[config.mk]
export PLATFORM = sky130hd
export DESIGN_NAME = offset_counter
export DESIGN_NICKNAME = d
export VERILOG_FILES = /design/src/rtl/offset_counter.sv
export SDC_FILE = /design/constraint.sdc
export NUM_CORES = 1
export LEC_CHECK = 0
export ABC_AREA = 1
export BUFFER_PORTS_ARGS = -buffer_cell sky130_fd_sc_hd__clkbuf_2
export CAP_MARGIN = 20
export CORE_AREA = 2 2 39 41
export CTS_BUF_LIST = sky130_fd_sc_hd__clkbuf_4 sky130_fd_sc_hd__clkbuf_8
export CTS_CLUSTER_DIAMETER = 200
export DETAILED_ROUTE_END_ITERATION = 6
export DIE_AREA = 0 0 41 43
export HOLD_SLACK_MARGIN = 0.1
export PLACE_DENSITY_LB_ADDON = 0.05
export SKIP_CTS_REPAIR_TIMING = 1
export SLEW_MARGIN = 20
export SYNTH_ARGS = -nofsm -noshare
export SYNTH_HDL_FRONTEND = slang
export SYNTH_SLANG_ARGS = --single-unit
[constraint.sdc]
create_clock -name clk -period 1.3 [get_ports clk]
set_clock_uncertainty 0.2 [all_clocks]
set_input_delay 0.13 -clock clk [delete_from_list [all_inputs] [get_ports clk]]
set_output_delay 0.13 -clock clk [all_outputs]
set_load 0.005 [all_outputs]
[src/rtl/offset_counter.sv]
module offset_counter #(
  parameter int          STAGES  = 1,
  parameter int          MODE    = 0,
  parameter int unsigned END_VAL = 13
) (
  input  logic                  clk,
  input  logic                  clr_n,
  input  logic                  load_n,
  input  logic                  en_p,
  input  logic                  en_t,
  input  logic [4*STAGES-1:0]   d,
  output logic [4*STAGES-1:0]   q,
  output logic                  rco
);
  localparam int W = 4 * STAGES;
  localparam logic [W-1:0] END_Q = W'(END_VAL);

  logic [STAGES:0] carry;
  logic            clr_eff;
  logic            load_eff;

  assign carry[0] = en_t;
  assign rco      = carry[STAGES];

  generate
    if (MODE == 1) begin : g_start
      assign clr_eff  = clr_n;
      assign load_eff = load_n & ~carry[STAGES];
    end else if (MODE == 2) begin : g_end
      assign clr_eff  = clr_n & (q != END_Q);
      assign load_eff = load_n;
    end else begin : g_plain
      assign clr_eff  = clr_n;
      assign load_eff = load_n;
    end
  endgenerate

  generate
    for (genvar g = 0; g < STAGES; g++) begin : g_stage
      logic [3:0] cnt;

      always_ff @(posedge clk) begin
        if (!clr_eff)
          cnt <= 4'h0;
        else if (!load_eff)
          cnt <= d[4*g +: 4];
        else if (en_p && carry[g])
          cnt <= cnt + 4'h1;
      end

      assign carry[g+1]  = carry[g] & (&cnt);
      assign q[4*g +: 4] = cnt;
    end
  endgenerate
endmodule

**After elaboration in Yosys (flattened, before gate mapping)**

Cells that the tools add are included.

- Input port bits: 9
- Bits in registers: 4
- Word-level logic and storage cells: 8

- Reduce and logical (&&, ||, !) cells: 2
- Muxes and demuxes: 2
- Bitwise operators: 1
- Eq/ne operators: 1
- Add/sub/neg operators: 1

Operators with widths:

| cell | count |
|---|---|
| two-way mux 4 bit | 2 |
| adder 4 x 1 -> 4 bit (second input constant) | 1 |
| AND reduction 4 bit | 1 |
| inequality test 2 x 1 -> 1 bit (second input constant) | 1 |
| AND 1 bit | 1 |
| logical AND 1 bit | 1 |

**Depth between registers and ports, before layout**

Gate-level depths: netlist of the first run.

- Depth in word-level cells: 3
- Mapped depth: 7
- Gate-level depth less buffers: 7

**Least setup slack after synthesis of the first run**

No wires, ideal clock.

- Path kind: register -> register
- From: register g_stage[0].cnt[0] (netlist: q[0])
- To: register g_stage[0].cnt[2] (netlist: q[2])
- Path slack: 0.049 ns
- Buffers on the path: 0
- Arrival time: 0.942 ns
- Cell stages (with the launch flop): 7
- Required time: 0.991 ns
- Path through: dfxtp_1 -> ha_1 -> or2_0 -> nand3_1 -> nand3_1 -> nand2_1 -> inv_1

- Longest elaborated chain between the ends: 3

RTL lines:

| what | RTL line | RTL |
|---|---|---|
| from (decl) | 40 | `logic [3:0] cnt;` |
| from (signal assigned) | 46 | `cnt <= d[4*g +: 4];` |
| from (signal assigned) | 48 | `cnt <= cnt + 4'h1;` |
| adder 4 x 1 -> 4 bit | 48 |  |
| two-way mux 4 bit | 47 | `else if (en_p && carry[g])` |
| two-way mux 4 bit | 45 | `else if (!load_eff)` |

Every way passes these cells. The select of a mux whose other input is x is not followed.
A chain may end at the register's enable or synchronous reset.

**Final worst setup path of the first run**

- From: register g_stage[0].cnt[1] (netlist: q[1])
- To: output rco

- Longest elaborated chain between the ends: 2

RTL lines:

| what | RTL line | RTL |
|---|---|---|
| AND reduction 4 bit | 51 | `assign carry[g+1] = carry[g] & (&cnt);` |
| AND 1 bit | 51 |  |
| to (decl) | 13 | `output logic rco` |

Every way passes these cells.

==> run metrics, run 1 <==
status finished, final reports clean; gpl congestion 0.682; non-filler cells, final 78; Placed Cells 69; clock share of power approximately two fifths; final core occ 31.7%; DP Worst Slack around 0.037 ns; unrepaired setup endpoints after global routing yes; Vias per Instance 3.99; Initial Util 17.5%; clk sinks 4; n_diodes 0; Max Clk Rate 0.789 GHz; critical path's top delay family flip-flops; drt drc 0; synthesized area 241 µm²; vias in the first global route 292; synth top area cells dfxtp_1, nand2_1, nand3_1; WP data arrival 0.94 ns; post-route cell area 439 µm²; initial antenna violation count 0; Highest Signal Layer met3; LEAKAGE 0.000220 µW; total iterations of the first detailed-routing run 1; Die X approximately 41 µm; combinational power share 23.2%; DIE HEIGHT between 40 and 50 µm; global-route wire length before repair ~1.1 mm; HP Start load_n; Final Cycle Share 97.5%; final setup slack of the worst path 0.0326 ns; syn_nets 48; routed vias 311; crit-path cells ha_4 > nand2_2 > nor2_1 > buf_2; Die ar. 0.00176 mm²; number of synthesized register bits 4; max reg flops 4; Pwr per Cell Area 873 mW/mm²; Final Hold Fails 0; H-tree depth 1; worst-margin pin slew about 0.21 ns; port bufs 13; IR drop worst, VDD 0.000561 V; startpoint types flip-flop; Synth Area per Inst approximately 6.4 µm²; P_sw slightly below 100 µW; number of synthesized flops with an enable pin 0; Mapped Cells 38; met1 wire length between 300 and 400 µm; Hold Path End q[1]; WHS Path Cells 3; min cycle time layout 1.27 ns; share of cells above drive strength 1 41.9%; YS warnings 0; Setup Viol. Count Final 0; Max Cap Viol 0; worst hold path type in -> reg; Worst EP required 0.97 ns; max-slew violation count 0; CTS tree yes; CP max-delay cell dfxtp_2; post-synthesis sequential area ratio 33.2%; IO Pins 14; routed wl met3 a little over 60 µm; GR Overflow Total 0; FF-to-FF Start q[1]; top cell type's share of synthesized area between 30% and 40%; Sw Ratio 25.4%; wire length per cell 8.51 µm; dpl hpwl 565 µm; final wirelength between 600 and 700 µm; RR Endpoint q[2]; Worst R2R Path Depth 6; Synth Flop Type dfxtp_1; top cells by count, synth nand2_1, dfxtp_1, inv_1, nand3_1, nor2_1; core box area between 0.001 and 0.0015 mm²; DP Area 342 µm²; count leader, synth nand2_1; max_slew headroom between 80% and 90%; largest net degree at the start of global routing 7; worst path bufs/invs 1; CTS Root Cell clkbuf_4; clock transition at the registers of the reported paths around 0.03 ns; sequential share of power 37.9%; CP Capture Type output pin; FF-to-FF setup slack ~0.090 ns; Clock Tree Buf Depth 2; num rows 14; Tot GR Track Use 10.1%; Iter 0 DRT Violations 0; Internal 286 µW; Worst-Skew Late Latency 0.23 ns; Post-DRT Antenna Nets 0; Num CTS Buffers 3; post-synthesis async set-or-reset flop share 0%; synth unique cells 15; CP Max Fanout 2; crit-path max cell delay between 0.3 and 0.4 ns; Layout area overhead 81.9%; Layout Nets 74; crit path kind reg -> out; Synth area leader dfxtp_1; met2 WL approximately 290 µm
how the worst max path moves through the flow:
stage | from | to | slack (ns) | cells after the start
finish | q[1] | rco | 0.03 | 4
global route | q[1] | rco | -0.04 | 4
CTS | q[0] | rco | -0.07 | 4
detailed placement | q[0] | q[2] | 0.04 | 6
global placement | q[0] | q[2] | 0.04 | 6
floorplan | q[0] | q[2] | 0.05 | 6
worst register-to-register path: stages (launching register included):
cell and delay, ns:
dfxtp_2 0.32, ha_4 0.16, or2_0 0.19, nand3_1 0.08, nand3_1 0.07, nand2_1 0.06, inv_1 0.03
placed cells by master, fill, tap and decap left out, drive strengths merged, types with 2 or more instances in the layout:
master	count
inv	5
nor2	5
nand3	4
dfxtp	4
clkbuf	15
dlygate4sd3	5
buf	4
nand2	12
o21ai	2
kinds of logic after synthesis:
logic type / count (synthesis) / synth area share (%)
AND/OR/NAND/NOR: 23 / 42.0
AO/OA/AOI/OAI: 5 / 11.9
buffers and inverters: 5 / 7.77
flip-flops: 4 / 33.2
adder cells (fa/ha/maj): 1 / 5.18
final cells by class:
| class | instances | area (µm²) |
|---|---|---|
| fillers | 156 | 945 |
| flip-flops and latches | 4 | 82.6 |
| well taps | 16 | 20.0 |
| inverters | 5 | 18.8 |
| multi-input cells | 29 | 158 |
| repair buffers | 21 | 138 |
| clock buffers | 3 | 22.5 |
power by group through the flow:
stage	clock network, µW	logic (µW)	registers, µW
after floorplan	0	31.9	146
after global placement	0	76.7	143
after detailed placement	0	76.1	144
after CTS	159	76.4	142
after global routing	172	102	147
final	149	89.1	145
per-layer routing:
layer | vias up | global-route usage (%)
met5 | - | 0
met4 | 0 | 4.00
met3 | 0 | 7.85
met2 | 14 | 13.4
met1 | 126 | 11.9
li1 | 171 | -
through the flow:
stage          total power [µW]  hold slack [ns]  setup TNS, ns
2_1_floorplan               178           0.0276              0
3_3_place_gp                220            0.179              0
3_5_place_dp                220            0.179              0
4_1_cts                     377          -0.0726        -0.0670
5_1_grt                     422           0.0377        -0.0392
6_report                    384           0.0382              0
(Power assumes the default switching activity.)
==> inputs of run 2 (changes only) <==
--- a/config.mk
+++ b/config.mk
@@ -5,7 +5,6 @@
 export SDC_FILE = /design/constraint.sdc
 export NUM_CORES = 1
 export LEC_CHECK = 0
-export ABC_AREA = 1
 export BUFFER_PORTS_ARGS = -buffer_cell sky130_fd_sc_hd__clkbuf_2
 export CAP_MARGIN = 20
 export CORE_AREA = 2 2 39 41
==> run 2 against run 1 <==
The flow now finishes with violations (setup timing); global-route usage shrank 0.71 points; sequential cell count is the same; final cell count shrank 12%; die area is the same; non-clock buffer count grew 5; register-to-register slack lost 0.05 ns; count of clock-buffer cells in the layout is the same; first-iteration DRC count grew 2; maximum frequency shrank 5.5%.
==> run metrics, run 2 <==
initial antenna violation count 0 (unchanged); Layout area overhead 124% (was 81.9%); Max Cap Viol 0 (unchanged); Layout Nets 65 (was 74); non-filler cells, final 69 (was 78); Num CTS Buffers 3 (unchanged); max-slew violation count 0 (unchanged); Placed Cells 54 (was 69); worst hold path type in -> reg (unchanged); DP Worst Slack 0.0558 ns (was 0.0366 ns); syn_nets 34 (was 48); share of cells above drive strength 1 47.2% (was 41.9%); CP Capture Type output pin (unchanged); IR drop worst, VDD 0.000307 V (was 0.000561 V); largest net degree at the start of global routing 9 (was 7); Iter 0 DRT Violations 2 (was 0); gpl congestion 0.648 (was 0.682); Synth area leader dfxtp_1 (unchanged); crit-path cells ha_4 > and4_4 > buf_6 (was ha_4 > nand2_2 > nor2_1 > buf_2); status finished with violations (was finished, final reports clean); n_diodes 0 (unchanged); post-synthesis sequential area ratio 39.0% (was 33.2%); Initial Util 14.8% (was 17.5%); Post-DRT Antenna Nets 0 (unchanged); Synth Flop Type dfxtp_1 (unchanged); Worst-Skew Late Latency 0.24 ns (was 0.23 ns); wire length per cell 11.1 µm (was 8.51 µm); Pwr per Cell Area 852 mW/mm² (was 873 mW/mm²); global-route wire length before repair 993 µm (was 1.13 mm); routed vias 281 (was 311); Max Clk Rate 0.746 GHz (was 0.789 GHz); min cycle time layout 1.34 ns (was 1.27 ns); commonest cells after routing, fill and taps aside clkbuf_2, dlygate4sd3_1, buf_4 (was clkbuf_2, nand2_1, dlygate4sd3_1); CP Max Fanout 4 (was 2); YS warnings 0 (unchanged); synthesized area 205 µm² (was 241 µm²); clk sinks 4 (unchanged); final setup slack of the worst path -0.0413 ns (was 0.0326 ns); unrepaired setup endpoints after global routing yes (unchanged); commonest non-fill, non-tap cell in the layout clkbuf_2 (unchanged); synth unique cells 15 (unchanged); dpl hpwl 497 µm (was 565 µm); critical path's top delay family flip-flops (unchanged); Mapped Cells 24 (was 38); CP max-delay cell dfxtp_4 (was dfxtp_2); failing checks setup timing; Final Hold Fails 0 (unchanged); IO Pins 14 (unchanged); Final Cycle Share 103% (was 97.5%); crit path kind reg -> out (unchanged); hold slack final 0.114 ns (was 0.0382 ns); top cells by count, synth dfxtp_1, nand3_1, o21ai_0 (was nand2_1, dfxtp_1, inv_1, nand3_1, nor2_1); crit-path max cell delay 0.36 ns (was 0.34 ns); DIE HEIGHT 43 µm (unchanged); Vias per Instance 4.07 (was 3.99); Tot GR Track Use 9.42% (was 10.1%); final wirelength 769 µm (was 664 µm); Worst EP required 0.97 ns (about the same); clock transition at the registers of the reported paths 0.04 ns (was 0.03 ns); worst-margin pin slew 0.202 ns (was 0.211 ns); worst path bufs/invs 1 (unchanged); Die X 41 µm (unchanged); WP data arrival 1.01 ns (was 0.94 ns); synth top area cells dfxtp_1, xor2_1, nand3_1 (was dfxtp_1, nand2_1, nand3_1); Die ar. 0.00176 mm² (unchanged); GR Overflow Total 0 (unchanged); drt drc 0 (unchanged); LEAKAGE 0.000206 µW (was 0.000220 µW); Clock Tree Buf Depth 2 (unchanged); CTS tree yes (unchanged); vias in the first global route 228 (was 292); number of synthesized register bits 4 (unchanged); top cell type's share of synthesized area 39.0% (was 33.2%); max reg flops 4 (unchanged); core box area 0.00138 mm² (unchanged); num rows 14 (unchanged); port bufs 13 (unchanged); CTS Root Cell clkbuf_4 (unchanged); startpoint types flip-flop (unchanged); count leader, synth dfxtp_1 (was nand2_1); post-synthesis async set-or-reset flop share 0% (unchanged); Synth Area per Inst 8.55 µm² (was 6.35 µm²); number of synthesized flops with an enable pin 0 (unchanged); H-tree depth 1 (unchanged); max_slew headroom 86.5% (was 85.8%); Setup Viol. Count Final 1 (was 0); total iterations of the first detailed-routing run 3 (was 1)
[run 2: final timing paths]
path	startpoint	to	slack [ns]	depth (start not counted)
min	en_p	q[3]	0.11	4
max reg2reg	q[1]	q[3]	0.04	4
min reg2reg	q[3]	q[3]	0.33	2
max	q[1]	rco	-0.04	3
[run 2: layout make-up]
class / instances / area (µm²)
flip-flops and latches: 4 / 87.6
repair buffers: 26 / 191
well taps: 16 / 20.0
clock buffers: 3 / 22.5
multi-input cells: 19 / 135
inverters: 1 / 3.75
fillers: 148 / 923
[run 2: cell families (layout without fill, tap and decap cells)]
kind of cell	Yosys count	in the layout	share of synthesized area [%]
and+or+nand+nor	9	9	23.8
AOI/OAI and AO/OA	7	7	20.7
DFF	4	4	39.0
xor gates and xnor gates	2	2	8.54
adders and majority gates	1	1	6.10
buffers and inverters	1	30	1.83
[run 2: power by group]
group | internal (µW) | total, µW | switching, µW
Sequential | 133 | 143 | 10.6
Clock | 104 | 159 | 55.7
Combinational | 54.9 | 89.7 | 34.8
Total | 291 | 392 | 101
[run 2: layer usage]
layer | vias to the layer above | wire length [µm] | global-route usage, %
li1 | 149 | - | -
met5 | - | 0 | 0
met2 | 14 | 342 | 11.3
met3 | 2 | 70 | 9.42
met1 | 116 | 342 | 10.9
met4 | 0 | 12 | 4.00
[run 2: stage by stage]
| step | utilization [%] | TNS [ns] | power [µW] | cell area, µm² |
|---|---|---|---|---|
| after detailed placement | 21.5 | 0 | 200 | 298 |
| after global placement | 21.5 | 0 | 199 | 298 |
| after global routing | 33.3 | -0.177 | 430 | 460 |
| final | 33.3 | -0.0413 | 392 | 460 |
| after CTS | 23.1 | -0.184 | 368 | 320 |
| after floorplan | - | 0 | 164 | 205 |
[run 2: worst reg2reg max path, cell delays in order (launching register included)]
cell	delay [ns]
dfxtp_4	0.36
buf_4	0.11
nand3_1	0.07
or3_1	0.31
a31oi_1	0.15
==> inputs of run 3 (changes only) <==
--- a/config.mk
+++ b/config.mk
@@ -13,7 +13,6 @@
 export DETAILED_ROUTE_END_ITERATION = 6
 export DIE_AREA = 0 0 41 43
 export HOLD_SLACK_MARGIN = 0.1
-export PLACE_DENSITY_LB_ADDON = 0.05
 export SKIP_CTS_REPAIR_TIMING = 1
 export SLEW_MARGIN = 20
 export SYNTH_ARGS = -nofsm -noshare
==> run 3 against run 2 <==
The run still ends with setup timing left; die area unchanged; sequential power about the same; maximum frequency decreased by 0.27%; count of clock-buffer cells in the layout unchanged; cell area decreased by 5.4%; critical path type unchanged; highest routed layer unchanged.
==> run metrics, run 3 (same netlist as run 2, synthesis figures left out) <==
status finished with violations (unchanged); failing checks setup timing (unchanged); final setup slack of the worst path -0.0450 ns (was -0.0413 ns); Pwr per Cell Area 874 mW/mm² (was 852 mW/mm²); Max Cap Viol 0 (unchanged); DIE HEIGHT 43 µm (unchanged); core box area 0.00138 mm² (unchanged); global-route wire length before repair 876 µm (was 993 µm); wire length per cell 9.58 µm (was 11.1 µm); CP Capture Type output pin (unchanged); Worst EP required 0.97 ns (about the same); total iterations of the first detailed-routing run 2 (was 3); WP data arrival 1.01 ns (about the same); H-tree depth 1 (unchanged); Num CTS Buffers 3 (unchanged); initial antenna violation count 0 (unchanged); num rows 14 (unchanged); worst hold path type in -> reg (unchanged); startpoint types flip-flop (unchanged); CTS tree yes (unchanged); Layout area overhead 112% (was 124%); min cycle time layout 1.34 ns (about the same); port bufs 13 (unchanged); commonest cells after routing, fill and taps aside clkbuf_2, dlygate4sd3_1, nand3_1, o21ai_0, clkbuf_4 (was clkbuf_2, dlygate4sd3_1, buf_4); IO Pins 14 (unchanged); Die ar. 0.00176 mm² (unchanged); dpl hpwl 448 µm (was 497 µm); crit-path max cell delay 0.35 ns (was 0.36 ns); GR Overflow Total 0 (unchanged); crit path kind reg -> out (unchanged); Final Hold Fails 0 (unchanged); IR drop worst, VDD 0.000345 V (was 0.000307 V); clock transition at the registers of the reported paths 0.04 ns (about the same); routed vias 272 (was 281); Vias per Instance 4.12 (was 4.07); crit-path cells ha_4 > and4_4 > buf_6 (unchanged); max_slew headroom 86.8% (was 86.5%); Tot GR Track Use 7.82% (was 9.42%); fillers 157 (was 148); Post-DRT Antenna Nets 0 (unchanged); Initial Util 14.8% (unchanged); final wirelength 632 µm (was 769 µm); Clock Tree Buf Depth 2 (unchanged); CP Max Fanout 3 (was 4); worst-margin pin slew 0.197 ns (was 0.202 ns); DP Area 290 µm² (was 298 µm²); LEAKAGE 0.000192 µW (was 0.000206 µW); clk sinks 4 (unchanged); TNS Setup -0.0450 ns (was -0.0413 ns); commonest non-fill, non-tap cell in the layout clkbuf_2 (unchanged); unrepaired setup endpoints after global routing yes (unchanged); max-slew violation count 0 (unchanged); CTS Root Cell clkbuf_4 (unchanged); Setup Viol. Count Final 1 (unchanged); Iter 0 DRT Violations 1 (was 2); vias in the first global route 216 (was 228); CP max-delay cell dfxtp_4 (unchanged); Die X 41 µm (unchanged); final core occ 31.5% (was 33.3%); Max Clk Rate 0.744 GHz (was 0.746 GHz); share of cells above drive strength 1 46.0% (was 47.2%); post-route cell area 435 µm² (was 460 µm²); Worst-Skew Late Latency 0.24 ns (about the same); largest net degree at the start of global routing 9 (unchanged); Layout Nets 62 (was 65); drt drc 0 (unchanged); max reg flops 4 (unchanged); n_diodes 0 (unchanged); gpl congestion 0.798 (was 0.648); Final Cycle Share 103% (about the same)
run 3: cell types whose count changed in the layout (fill, tap and decap cells not counted), sizes merged:
cell	change
buf	-2
dlygate4sd3	-1
run 3: through the flow:
step	instances	power (µW)	hold slack, ns	setup WS [ns]
floorplan	24	164	0.0194	0.124
global placement	53	196	0.194	0.0804
detailed placement	53	196	0.195	0.0702
CTS	56	358	-0.0574	-0.175
global route	66	409	0.115	-0.0793
finish	66	380	0.0811	-0.0450
run 3: power breakdown:
part	leakage [µW]	internal, µW	switching [µW]
logic	0.000144	49.3	32.9
registers	0.0000345	133	9.83
clock network	0.0000138	103	52.5
total	0.000192	285	95.2
run 3: final cells by class:
class	instances	area, µm²	share of cell area, %
Timing Repair Buffer	23	166	38.2
Clock buffer	3	22.5	5.17
Sequential cell	4	87.6	20.1
Tap cell	16	20.0	4.60
Inverter	1	3.75	0.862
Multi-Input combinational cell	19	135	31.0
run 3: routing by layer:
metal	wire, µm	part of all wire (%)	vias to the layer above	track usage, %
met5	0	0	-	0
met3	58	9.2	2	4.71
met1	317	50	115	10.9
li1	-	-	142	-
met4	21	3.3	0	6.00
met2	236	37	13	8.13
run 3: path summary, 6_finish.rpt:
kind                            start    to  slack [ns]  cells after the start
worst max register to register   q[0]  q[3]        0.03                      4
worst min register to register   q[3]  q[3]        0.32                      2
worst max-delay path             q[1]   rco       -0.04                      3
worst min-delay path             en_p  q[1]        0.08                      4
run 3: worst max-delay path: cells and delay by family, from the launching register on:
kind / cells / cell delay (ns)
adder cells (fa/ha/maj): 1 / 0.13
flip-flops: 1 / 0.35
buffers and inverters: 1 / 0.09
AND/OR/NAND/NOR: 1 / 0.21
